<file path="src/rtl/pgr_pkg.sv">
package pgr_pkg;
  typedef enum logic [0:0] {
    PGR_IDLE = 1'b0,
    PGR_READ = 1'b1
  } pgr_state_e;
endpackage

</file>
<file path="src/rtl/pgr_enable_bank.sv">
module pgr_enable_bank #(
  parameter int NUM_LINES = 3
) (
  input  logic                 clk,
  input  logic                 rst_n,
  input  logic                 hold_i,
  input  logic                 gsd_i,
  input  logic [NUM_LINES-1:0] line_i,
  output logic [NUM_LINES-1:0] en_o,
  output logic [NUM_LINES-1:0] mod_on_o
);
  logic [NUM_LINES-1:0] en_q, en_d, mod_q, mod_d;
  logic                 en_ce;

  always_comb begin
    en_ce = ~hold_i;
    en_d  = en_ce ? line_i : en_q;
    mod_d = en_d & ~{NUM_LINES{gsd_i}};
  end

  always_ff @(posedge clk or negedge rst_n) begin
    if (!rst_n) begin
      en_q  <= '1;
      mod_q <= '0;
    end else begin
      if (en_ce) en_q <= line_i;
      mod_q <= mod_d;
    end
  end

  assign en_o     = en_q;
  assign mod_on_o = mod_q;


  frozen_en_chk: assert property (@(posedge clk) disable iff (!rst_n)
    hold_i |=> $stable(en_q));

  gsd_off_chk: assert property (@(posedge clk) disable iff (!rst_n)
    gsd_i |=> (mod_on_o == '0));
endmodule

</file>
<file path="src/rtl/pgr_read_seq.sv">
module pgr_read_seq
  import pgr_pkg::*;
#(
  parameter int GUARD_CYC = 300_000,
  parameter int MEAS_CYC  = 20_000_000
) (
  input  logic clk,
  input  logic rst_n,
  input  logic rd_req_i,
  output logic rise_o,
  output logic busy_o,
  output logic drive_o,
  output logic valid_o
);
  localparam int CW = $clog2(MEAS_CYC + 1);
  localparam logic [CW-1:0] GUARD_W = CW'(GUARD_CYC);
  localparam logic [CW-1:0] MEAS_W  = CW'(MEAS_CYC);

  pgr_state_e      st_q, st_d;
  logic [CW-1:0]   cnt_q, cnt_d;
  logic            req_q, drive_q, drive_d, valid_q, valid_d, rise;

  always_comb begin
    rise    = rd_req_i & ~req_q;
    st_d    = st_q;
    cnt_d   = cnt_q;
    drive_d = 1'b0;
    valid_d = 1'b0;
    case (st_q)
      PGR_IDLE: begin
        if (rise) begin
          st_d  = PGR_READ;
          cnt_d = '0;
        end
      end
      PGR_READ: begin
        if (!rd_req_i) begin
          st_d = PGR_IDLE;
        end else begin
          if (cnt_q != MEAS_W) cnt_d = cnt_q + 1'b1;
          drive_d = (cnt_d >= GUARD_W);
          valid_d = (cnt_d >= MEAS_W);
        end
      end
      default: st_d = PGR_IDLE;
    endcase
  end

  always_ff @(posedge clk or negedge rst_n) begin
    if (!rst_n) begin
      st_q    <= PGR_IDLE;
      cnt_q   <= '0;
      req_q   <= 1'b0;
      drive_q <= 1'b0;
      valid_q <= 1'b0;
    end else begin
      st_q    <= st_d;
      cnt_q   <= cnt_d;
      req_q   <= rd_req_i;
      drive_q <= drive_d;
      valid_q <= valid_d;
    end
  end

  assign rise_o  = rise;
  assign busy_o  = (st_q == PGR_READ);
  assign drive_o = drive_q;
  assign valid_o = valid_q;


  valid_needs_drive_chk: assert property (@(posedge clk) disable iff (!rst_n)
    valid_q |-> drive_q);

  guard_count_chk: assert property (@(posedge clk) disable iff (!rst_n)
    $rose(drive_q) |-> (cnt_q == GUARD_W));

  meas_count_chk: assert property (@(posedge clk) disable iff (!rst_n)
    $rose(valid_q) |-> (cnt_q == MEAS_W));
endmodule

</file>
<file path="src/rtl/pgr_status_snap.sv">
module pgr_status_snap #(
  parameter int                   NUM_LINES    = 3,
  parameter logic [NUM_LINES-1:0] PRESENT_MASK = '1
) (
  input  logic                 clk,
  input  logic                 rst_n,
  input  logic                 capture_i,
  input  logic                 drive_i,
  input  logic [NUM_LINES-1:0] health_i,
  input  logic [NUM_LINES-1:0] on_i,
  output logic [NUM_LINES-1:0] line_o
);
  logic [NUM_LINES-1:0] snap_q, snap_d;

  always_comb begin
    snap_d = health_i & on_i & PRESENT_MASK;
  end

  always_ff @(posedge clk or negedge rst_n) begin
    if (!rst_n) snap_q <= '0;
    else if (capture_i) snap_q <= snap_d;
  end

  assign line_o = drive_i ? snap_q : '0;


  no_refresh_chk: assert property (@(posedge clk) disable iff (!rst_n)
    !capture_i |=> $stable(snap_q));

  absent_zero_chk: assert property (@(posedge clk) disable iff (!rst_n)
    (line_o & ~PRESENT_MASK) == '0);
endmodule

</file>
<file path="src/rtl/pgr_contention_mon.sv">
module pgr_contention_mon #(
  parameter int NUM_LINES = 3
) (
  input  logic                 clk,
  input  logic                 rst_n,
  input  logic [NUM_LINES-1:0] dev_oe_i,
  input  logic [NUM_LINES-1:0] host_oe_i,
  output logic                 flag_o
);
  logic [NUM_LINES-1:0] clash;
  logic                 flag_q, flag_d;

  for (genvar g = 0; g < NUM_LINES; g++) begin : g_clash
    assign clash[g] = dev_oe_i[g] & host_oe_i[g];
  end

  always_comb flag_d = flag_q | (|clash);

  always_ff @(posedge clk or negedge rst_n) begin
    if (!rst_n) flag_q <= 1'b0;
    else        flag_q <= flag_d;
  end

  assign flag_o = flag_q;


  sticky_flag_chk: assert property (@(posedge clk) disable iff (!rst_n)
    flag_q |=> flag_q);
endmodule

</file>
<file path="src/rtl/pgr_responder.sv">
module pgr_responder #(
  parameter int                   NUM_LINES    = 3,
  parameter int                   GUARD_CYC    = 300_000,
  parameter int                   MEAS_CYC     = 20_000_000,
  parameter logic [NUM_LINES-1:0] PRESENT_MASK = '1
) (
  input  logic                 clk,
  input  logic                 rst_n,
  input  logic                 rd_req_i,
  input  logic                 gsd_i,
  input  logic [NUM_LINES-1:0] line_i,
  input  logic [NUM_LINES-1:0] host_drv_i,
  input  logic [NUM_LINES-1:0] health_i,
  output logic [NUM_LINES-1:0] line_oe_o,
  output logic [NUM_LINES-1:0] line_o,
  output logic                 data_valid_o,
  output logic [NUM_LINES-1:0] mod_on_o,
  output logic                 contention_o
);
  logic                 rise, busy, drive, valid, hold;
  logic [NUM_LINES-1:0] en_w, on_at_edge;

  pgr_read_seq #(.GUARD_CYC(GUARD_CYC), .MEAS_CYC(MEAS_CYC)) u_seq (
    .clk(clk), .rst_n(rst_n), .rd_req_i(rd_req_i),
    .rise_o(rise), .busy_o(busy), .drive_o(drive), .valid_o(valid)
  );

  assign hold       = rise | busy;
  assign on_at_edge = en_w & ~{NUM_LINES{gsd_i}};

  pgr_enable_bank #(.NUM_LINES(NUM_LINES)) u_en (
    .clk(clk), .rst_n(rst_n), .hold_i(hold), .gsd_i(gsd_i),
    .line_i(line_i), .en_o(en_w), .mod_on_o(mod_on_o)
  );

  pgr_status_snap #(.NUM_LINES(NUM_LINES), .PRESENT_MASK(PRESENT_MASK)) u_snap (
    .clk(clk), .rst_n(rst_n), .capture_i(rise), .drive_i(drive),
    .health_i(health_i), .on_i(on_at_edge), .line_o(line_o)
  );

  assign line_oe_o    = {NUM_LINES{drive}};
  assign data_valid_o = valid;

  pgr_contention_mon #(.NUM_LINES(NUM_LINES)) u_mon (
    .clk(clk), .rst_n(rst_n), .dev_oe_i(line_oe_o), .host_oe_i(host_drv_i),
    .flag_o(contention_o)
  );


  release_chk: assert property (@(posedge clk) disable iff (!rst_n)
    !rd_req_i |=> (line_oe_o == '0 && !data_valid_o));

  disabled_reads_zero_chk: assert property (@(posedge clk) disable iff (!rst_n)
    (line_oe_o != '0) |-> ((line_o & ~en_w) == '0));

  drive_stable_chk: assert property (@(posedge clk) disable iff (!rst_n)
    (line_oe_o != '0 && $past(line_oe_o) != '0) |-> $stable(line_o));
endmodule

</file>
<file path="config.mk">
export PLATFORM = sky130hd
export DESIGN_NAME = pgr_responder
export DESIGN_NICKNAME = d
export VERILOG_FILES = /design/src/rtl/pgr_pkg.sv /design/src/rtl/pgr_enable_bank.sv /design/src/rtl/pgr_read_seq.sv /design/src/rtl/pgr_status_snap.sv /design/src/rtl/pgr_contention_mon.sv /design/src/rtl/pgr_responder.sv
export SDC_FILE = /design/constraint.sdc
export NUM_CORES = 1
export LEC_CHECK = 0
export BUFFER_PORTS_ARGS = -buffer_cell sky130_fd_sc_hd__buf_4
export CAP_MARGIN = 5
export CORE_ASPECT_RATIO = 1.2
export CORE_MARGIN = 3
export CORE_UTILIZATION = 45
export DETAILED_ROUTE_END_ITERATION = 16
export HOLD_SLACK_MARGIN = 0.12
export PLACE_DENSITY = 0.64
export SLEW_MARGIN = 20
export SYNTH_ARGS = -nofsm -noshare
export SYNTH_HDL_FRONTEND = slang
export SYNTH_HIERARCHICAL = 1
export SYNTH_SLANG_ARGS = --single-unit
export TNS_END_PERCENT = 30
</file>
<file path="constraint.sdc">
create_clock -name clk -period 2.3 [get_ports clk]
set_input_delay 0.345 -clock clk [delete_from_list [all_inputs] [get_ports clk]]
set_output_delay 0.345 -clock clk [all_outputs]
set_load 0.05 [all_outputs]
</file>
======== Word level (Yosys, flattened, before mapping) ========
Cells that the tools add are included.
word-level totals
  register bits ........................... 39
  input port bits ......................... 13
  output and inout bits ................... 11
  word-level logic and storage cells ...... 44
operators by class
  add/subtract/negate cells ............... 1
  magnitude comparators ................... 2
  equality and inequality tests ........... 3
  muxes and demuxes ....................... 15
  bitwise gates (word level) .............. 12
  reductions and logical operators ........ 2
operator list
  kind                   number
  $mux 25                5
  $pmux 25 s2            1
  $add 25x1->25 const B  1
  $ge 25x19->1 const B   1
  $ge 25x25->1 const B   1
  $ne 25x25->1 const B   1
  $and 3x3->3            3
  $mux 1                 6
  $mux 3                 2
  $and 1x1->1            4
  $ne 2x2->1 const B     2
  $not 3->3              1
  $reduce_or 3->1        1
  $not 1->1              2
  $or 1x1->1             2
  $pmux 1 s2             1
  $reduce_and 2->1       1

======== Depth between registers and ports, before layout ========
Gate-level depths: netlist (run 1).
  depth after elaboration ................. 7
  depth in mapped cells ................... 9

======== By module ========
Netlist (run 1), hierarchy kept.
by module, submodules not included
  module              instances  cells each  area an instance (um^2)  seq. area each (um^2)
  pgr_read_seq        1          273         2,263.4                  725.7
  pgr_enable_bank     1          12          221.5                    153.9
  pgr_status_snap     1          15          135.1                    75.1
  pgr_responder       1          7           47.5                     0.0
  pgr_contention_mon  1          4           41.3                     25.0

======== Worst setup path before layout (run 1) ========
OpenSTA, ideal clock, no wires.
  kind .................................... register to register
  from .................................... reg u_seq.cnt_q[0]
  to ...................................... reg u_seq.valid_q, in the netlist u_seq/valid_o
  library setup time ...................... 140 ps
  data arrival time ....................... 2,203 ps
  data required time ...................... 2,160 ps
  setup slack ............................. -44 ps
  cell stages (with the launch flop) ...... 10
  path buffers ............................ 1
  period minus slack after synthesis ...... 2,344 ps
  path through ............................ dfrtp_1 ha_1 and3_1 clkbuf_1 nand2_1 nor3_4 mux2_1 o22a_1 a221oi_1 a2111oi_2
between the ends
  longest elaborated chain between the ends .. 7
  elaborated cells on any way between the ends .. 8
  those cells by class .................... 1 x add/sub; 1 x order compare; 1 x eq/ne; 5 x mux
ends and longest elaborated chain
  item                                                  RTL line            text
  from (decl)                                           pgr_read_seq.sv:20  logic [CW-1:0] cnt_q, cnt_d;
  from (signal assigned)                                pgr_read_seq.sv:58  cnt_q <= cnt_d;
  $add 25x1->25 / $ne 25x25->1 (equally long branches)  pgr_read_seq.sv:40  if (cnt_q != MEAS_W) cnt_d = cnt_q + 1'b1;
  $mux 25 *                                             pgr_read_seq.sv:40
  $mux 25 *                                             pgr_read_seq.sv:37  if (!rd_req_i) begin
  $mux 25 *                                             pgr_read_seq.sv:29  case (st_q)
  $ge 25x25->1 *                                        pgr_read_seq.sv:42  valid_d = (cnt_d >= MEAS_W);
  $mux 1 *                                              pgr_read_seq.sv:37
  $mux 1 *                                              pgr_read_seq.sv:29
  net u_seq.valid_d                                     pgr_read_seq.sv:21  logic req_q, drive_q, drive_d, valid_q, valid_d, rise;
  to (signal assigned)                                  pgr_read_seq.sv:61  valid_q <= valid_d;
  to (decl)                                             pgr_read_seq.sv:21
Mark *: on every way through the listed nets, which the timed path passes. The rest lies on a longest branch. The select of a mux whose other input is x is not followed.
A chain may end at the register's enable or synchronous reset.

======== Final worst setup path (run 1) ========
Ends and elaborated chain as after synthesis.

==> impl_metrics.csv, run 1 <==
group,metric,value,unit
setup_path,criticalPathCategory,"flip-flop to flip-flop",
timing,fin_crit,2226,ps
timing,slew_violations,0,
logic_synthesis,syn_area,0.002709,sq mm
logic_synthesis,synth.ff_latch_count,39,
routing,vias,2616,
routing,viasPerCell,5.959,
timing,finalHoldViolations,0,
setup_path,r2r-start,"u_seq/cnt_q[0]$_DFFE_PN0P_",
clock_network,cts_tree,"done",
min_path,holdCritPathClass,"input port to flip-flop",
timing,tightestPinTransition,498.0,ps
global_routing,grt_max_degree,40,
floorplan,die_x,76.83,um
cells_and_area,num-nets-final,373,
logic_synthesis,synthFlopType,"dfrtp_1",
logic_synthesis,ys.warnings.count,6,
floorplan,die_h,90.99,um
routing,wirelength,7068,um
setup_path,startpoint,"u_seq/cnt_q[0]$_DFFE_PN0P_",
timing,hold_ws,199.2,ps
timing,fin_tns_setup,0,ps
logic_synthesis,synthArstFlopShare,100.0,%
cells_and_area,final_cells,439,
status,status,"finished clean",
logic_synthesis,synth_top_area_share,33.26,%
logic_synthesis,synth_area_leaders,"dfrtp_1 (33%), o21ai_0 (6.1%), nand2_1 (3.9%)",
setup_path,setup.worst_path.end_class,"flip-flop",
clock_network,clock_latency,290,ps
power,report.power.total,1.601,mW
clock_network,cts_root_buf,"clkbuf_8",
logic_synthesis,syn_nets,326,
power,p_per_area,478.4,mW/mm^2
cells_and_area,synthToLayoutAreaGrowth,23.51,%
logic_synthesis,synth.distinct_cells,66,
routing,drt_iter0_markers,258,
logic_synthesis,synthCells,311,
logic_synthesis,yosysTopAreaCell,"dfrtp_1",
floorplan,pin_count,24,
power,total_leakage_power,1.474,nW
cells_and_area,diodes,0,
global_routing,gr-total-overflow,0,
clock_network,h-tree-depth,2,
routing,drtPass1Iterations,5,
setup_path,path_max_fanout,7,
timing,setup_violations,0,
global_routing,grt_pass1_vias,2420,
floorplan,coreArea,0.005743,sq mm
cells_and_area,final_area,0.003346,sq mm
global_routing,grt_pass1_wl,11710,um
routing,drc,0,
place,io_buffers,23,
floorplan,dieArea,0.006990,sq mm
logic_synthesis,postSynthAreaPerCell,8.710,sq um
setup_path,arrival,2410,ps
place,gp_congestion,0.9519,
run,drv_cap,0,
clock_network,cts_made_buffers,5,
min_path,min_from,"rd_req_i",
floorplan,rows,30,
timing,fin_worst_skew,4.996,ps
setup_path,crit_path_start_kind,"flip-flop",
timing,rsz0062_at_grt,"true",
timing,max_slew_margin,66.80,%
global_routing,antenna_found_initial,0,
clock_network,cts.sink_count,39,
clock_network,clk_pin_slew,80,ps
global_routing,track_usage,20.65,%
place,dp.cells,428,
logic_synthesis,yosysSeqAreaShare,36.17,%
cells_and_area,final_common_cell,"buf_4",
place,dpl.hpwl,5070,um
power,max-vdd-ir-drop,0.2891,mV
setup_path,worst_ep_required_time,2490,ps
routing,ant_nets,0,
logic_synthesis,synth_edf_count,0,
timing,fmax,0.4492,GHz
place,placed_area,0.003157,sq mm
timing,finalCritPeriodShare,96.79,%
routing,wl_per_cell,16.10,um
cells_and_area,drive_gt1_share,30.36,%
cells_and_area,final_cell_mix,"buf_4 (68), dfrtp_1 (35), o21ai_0 (33)",
floorplan,initial_core_util,47.17,%
clock_network,cts_buffer_depth,2,
-- cells by family (layout without fill, tap and decap cells) --
group | Yosys count | after routing | synth area share [%]
AOI/OAI and AO/OA | 90 | 90 | 22.26
xor gates and xnor gates | 10 | 10 | 3.233
adders and majority gates | 2 | 2 | 0.9236
buffers and inverters | 38 | 86 | 6.790
DFF | 39 | 39 | 36.17
muxes | 7 | 7 | 3.141
and+or+nand+nor | 125 | 125 | 27.48
-- sequential cells by signal (all words and copies together) (netlist names) --
register	flops
u_en/en_o	3
u_seq/busy_o	1
u_seq/valid_o	1
u_en/mod_on_o	3
u_seq/req_q	1
u_snap/snap_q	3
u_mon/flag_o	1
u_seq/drive_o	1
u_seq/cnt_q	25
-- synth_stat cells (2+ instances only) --
| library cell | instances |
|---|---|
| o41ai_1 | 4 |
| o31ai_1 | 8 |
| clkbuf_1 | 15 |
| mux2_4 | 2 |
| nand2_1 | 28 |
| nor3_1 | 10 |
| o21ai_0 | 33 |
| o2111ai_1 | 3 |
| mux2_2 | 3 |
| a21oi_1 | 9 |
| nand4_1 | 8 |
| nand4b_1 | 2 |
| xnor2_1 | 6 |
| xor2_1 | 4 |
| nor4b_1 | 2 |
| nand3_1 | 15 |
| dfstp_2 | 3 |
| o211ai_1 | 3 |
| nor2b_1 | 9 |
| buf_2 | 6 |
| ha_1 | 2 |
| nor4_1 | 6 |
| dfrtp_1 | 36 |
| buf_4 | 7 |
| a22o_1 | 5 |
| and2_1 | 6 |
| nor2_1 | 16 |
| o22ai_1 | 2 |
| or4_1 | 2 |
| nand2b_1 | 2 |
| a21boi_0 | 2 |
| and4_1 | 4 |
| inv_1 | 9 |
| nand4_2 | 2 |
| a31oi_1 | 6 |
-- power by group --
| part | internal, mW | switching, mW | total (mW) |
|---|---|---|---|
| clock | 0.323 | 0.254 | 0.577 |
| sequential | 0.733 | 0.0440 | 0.777 |
| combinational | 0.108 | 0.139 | 0.247 |
-- area by class of cell --
class / instances / area, sq um
clock buffer: 5 / 68.82
clock inverter: 3 / 43.79
fill: 506 / 2397
inverter: 9 / 33.78
multi-input combinational: 234 / 1598
sequential: 39 / 980.9
tap: 80 / 100.1
timing repair buffer: 69 / 520.5
-- metal layers --
layer  track usage [%]  part of all wire (%)
met3             3.274                   5.8
met1             26.86                    43
met5                 0                     0
met4             8.610                   3.1
met2             33.94                    49
-- stage by stage --
step | setup WS, ps | util, %
after floorplan | 18.76 | -
after global placement | 97.50 | 54.97
after detailed placement | 57.29 | 54.97
after CTS | 44.19 | 57.10
after global routing | -44.93 | 58.26
final | 73.83 | 58.26
-- worst max-delay path, stage by stage, from the launching register on --
cell and delay (ps):
dfrtp_1 390, ha_1 250, and3_2 280, nand2_2 150
buf_4 150, nor2_4 40, buf_4 150, nor4b_1 230
o22ai_1 120, a2111oi_2 360
-- path summary, 6_finish.rpt --
check                      cells past startpoint                         end  slack, ps
max                                            9     u_seq/valid_o$_DFF_PN0_         70
max in group asynchronous                      2  u_seq/cnt_q[4]$_DFFE_PN0P_       1380
min reg2reg                                    2      u_mon/flag_o$_DFF_PN0_        490
min in group asynchronous                      2  u_en/mod_on_o[0]$_DFF_PN0_        550
min                                            1       u_seq/req_q$_DFF_PN0_        200
max reg2reg                                    9     u_seq/valid_o$_DFF_PN0_         70
-- timing repair --
action | CTS | global route
endpoints found under the hold margin | 36 | 0
resized for setup | 0 | 11
buffers inserted | 0 | 2
hold buffers | 1 | 0
setup endpoints to repair | 0 | 2
Note: power is estimated with default switching activity, not from simulation.
==> run 2, diff against run 1 <==
--- a/config.mk
+++ b/config.mk
@@ -12,7 +12,7 @@
 export CORE_UTILIZATION = 45
 export DETAILED_ROUTE_END_ITERATION = 16
 export HOLD_SLACK_MARGIN = 0.12
-export PLACE_DENSITY = 0.64
+export PLACE_DENSITY = 0.65
 export SLEW_MARGIN = 20
 export SYNTH_ARGS = -nofsm -noshare
 export SYNTH_HDL_FRONTEND = slang
==> run 2 against run 1 <==
Against the previous run: setup slack better by 17 ps; sequential share of layout area increased by 0.24 points; core utilization down 0.54 points; via count is 2.1% lower; hold slack worse by 1.3 ps; first-iteration DRC count down 53%; clock power grew 6.8%; clock skew grew 3.2 ps; largest power group unchanged.
==> impl_metrics.csv, run 2 (synthesis results as in run 1) <==
group,metric,value,unit
status,status,"finished clean",
floorplan,dieArea,0.006990,sq mm
setup_path,startpoint,"u_seq/cnt_q[11]$_DFFE_PN0P_",
routing,vias,2561,
setup_path,path_max_fanout,8,
floorplan,initial_core_util,47.17,%
power,total_leakage_power,1.463,nW
setup_path,worst_ep_required_time,2500,ps
place,gp_congestion,0.9759,
setup_path,setup.worst_path.end_class,"flip-flop",
place,placed_area,0.003142,sq mm
timing,slew_violations,0,
clock_network,clk_pin_slew,90,ps
routing,ant_nets,0,
cells_and_area,diodes,0,
setup_path,criticalPathCategory,"flip-flop to flip-flop",
routing,viasPerCell,5.887,
global_routing,grt_pass1_wl,12040,um
routing,drt_iter0_markers,120,
place,io_buffers,23,
cells_and_area,regMostFlops,"u_seq/cnt_q",
min_path,hold_path_end,"u_seq/req_q$_DFF_PN0_",
clock_network,cts_root_buf,"clkbuf_8",
clock_network,h-tree-depth,2,
setup_path,r2r-start,"u_seq/cnt_q[11]$_DFFE_PN0P_",
cells_and_area,final_cell_mix,"buf_4 (64), dfrtp_1 (36), o21ai_0 (33)",
cells_and_area,multiInputGateArea,0.001594,sq mm
floorplan,rows,30,
setup_path,reg2reg_slack,90,ps
setup_path,path_cells,"nand4_4, or3_4, buf_4, nor2_8, nand3_2, a211oi_2, o22ai_1, a2111oi_2",
global_routing,track_usage,21.33,%
routing,wirelength,7222,um
routing,drc,0,
min_path,min_path_cells,1,
cells_and_area,drive_gt1_share,28.73,%
timing,max_slew_margin,65.29,%
place,placement.setup.worst_slack,68.41,ps
timing,fin_crit,2209,ps
floorplan,coreArea,0.005743,sq mm
timing,finalCritPeriodShare,96.05,%
timing,fin_worst_skew,8.157,ps
floorplan,die_x,76.83,um
routing,wl_per_cell,16.60,um
global_routing,grt_max_degree,40,
clock_network,cts.sink_count,39,
timing,rsz0062_at_grt,"true",
cells_and_area,utilization,57.71,%
global_routing,antenna_found_initial,0,
cells_and_area,register_area,979.7,sq um
timing,setup_violations,0,
place,dpl.hpwl,5126,um
floorplan,die_h,90.99,um
timing,setup_slack,90.80,ps
clock_network,clock_latency,310,ps
setup_path,r2r-end,"u_seq/valid_o$_DFF_PN0_",
clock_network,cts_buffer_depth,2,
setup_path,arrival,2410,ps
power,max-vdd-ir-drop,0.2968,mV
timing,finalHoldViolations,0,
clock_network,post_cts_buffers,0,
setup_path,crit_path_start_kind,"flip-flop",
global_routing,grt_pass1_vias,2459,
clock_network,cts_tree,"done",
run,drv_cap,0,
power,p_per_area,492.3,mW/mm^2
cells_and_area,num-nets-final,369,
timing,fmax,0.4527,GHz
global_routing,gr-total-overflow,0,
cells_and_area,synthToLayoutAreaGrowth,22.36,%
cells_and_area,largest_reg_flops,25,
routing,drtPass1Iterations,5,
cells_and_area,final_area,0.003314,sq mm
timing,tightestPinTransition,520.7,ps
power,report.power.total,1.632,mW
clock_network,cts_made_buffers,5,
cells_and_area,fill_cells,513,
timing,fin_tns_setup,0,ps
setup_path,crit_slowest_cell,"or3_4",
min_path,holdCritPathClass,"input port to flip-flop",
min_path,min_from,"rd_req_i",
setup_path,rr_worst_depth,8,
cells_and_area,final_common_cell,"buf_4",
setup_path,crit_path_max_incr_delay,430,ps
floorplan,pin_count,24,
==> run 2: cell type report <==
cell class,count,area share (%)
Multi-Input combinational cell,234,48.09
Timing Repair Buffer,65,14.80
Sequential cell,39,29.56
Tap cell,80,3.020
Clock inverter,3,1.435
Inverter,9,1.019
Clock buffer,5,2.076
==> run 2: critical path: cells and delay by family, from the launching register on <==
| kind | cells | cell delay, ps |
|---|---|---|
| AND/OR/NAND/NOR | 4 | 840 |
| AO/OA/AOI/OAI | 3 | 690 |
| flip-flops | 1 | 400 |
| buffers and inverters | 1 | 170 |
==> run 2: metal layers <==
metal	part of all wire (%)	track usage, %
met4	1.3	7.100
met1	44	27.20
met5	0	0
met3	5.2	3.968
met2	50	36.12
==> run 2: repair_timing <==
action	CTS	global route
gates resized for setup	0	9
endpoints found under the setup margin	0	2
hold buffers	1	0
endpoints found under the hold margin	36	0
==> run 2: where the power goes <==
group	switching (mW)	internal [mW]
Sequential	0.0534	0.733
Clock	0.286	0.329
Combinational	0.130	0.0998
==> run 2: through the flow <==
stage / cells / hold WS, ps
after detailed placement: 426 / 352.9
after CTS: 435 / 197.6
after floorplan: 311 / 49.41
after global routing: 435 / 193.8
after global placement: 426 / 350.8
final: 435 / 197.9
==> run 2: worst max-delay path by stage <==
stage | end | slack (ps)
after floorplan | u_seq/valid_o$_DFF_PN0_ | 20
after global placement | u_seq/drive_o$_DFF_PN0_ | 120
after detailed placement | u_seq/valid_o$_DFF_PN0_ | 70
after CTS | u_seq/valid_o$_DFF_PN0_ | 60
after global routing | u_seq/valid_o$_DFF_PN0_ | -20
final | u_seq/valid_o$_DFF_PN0_ | 90
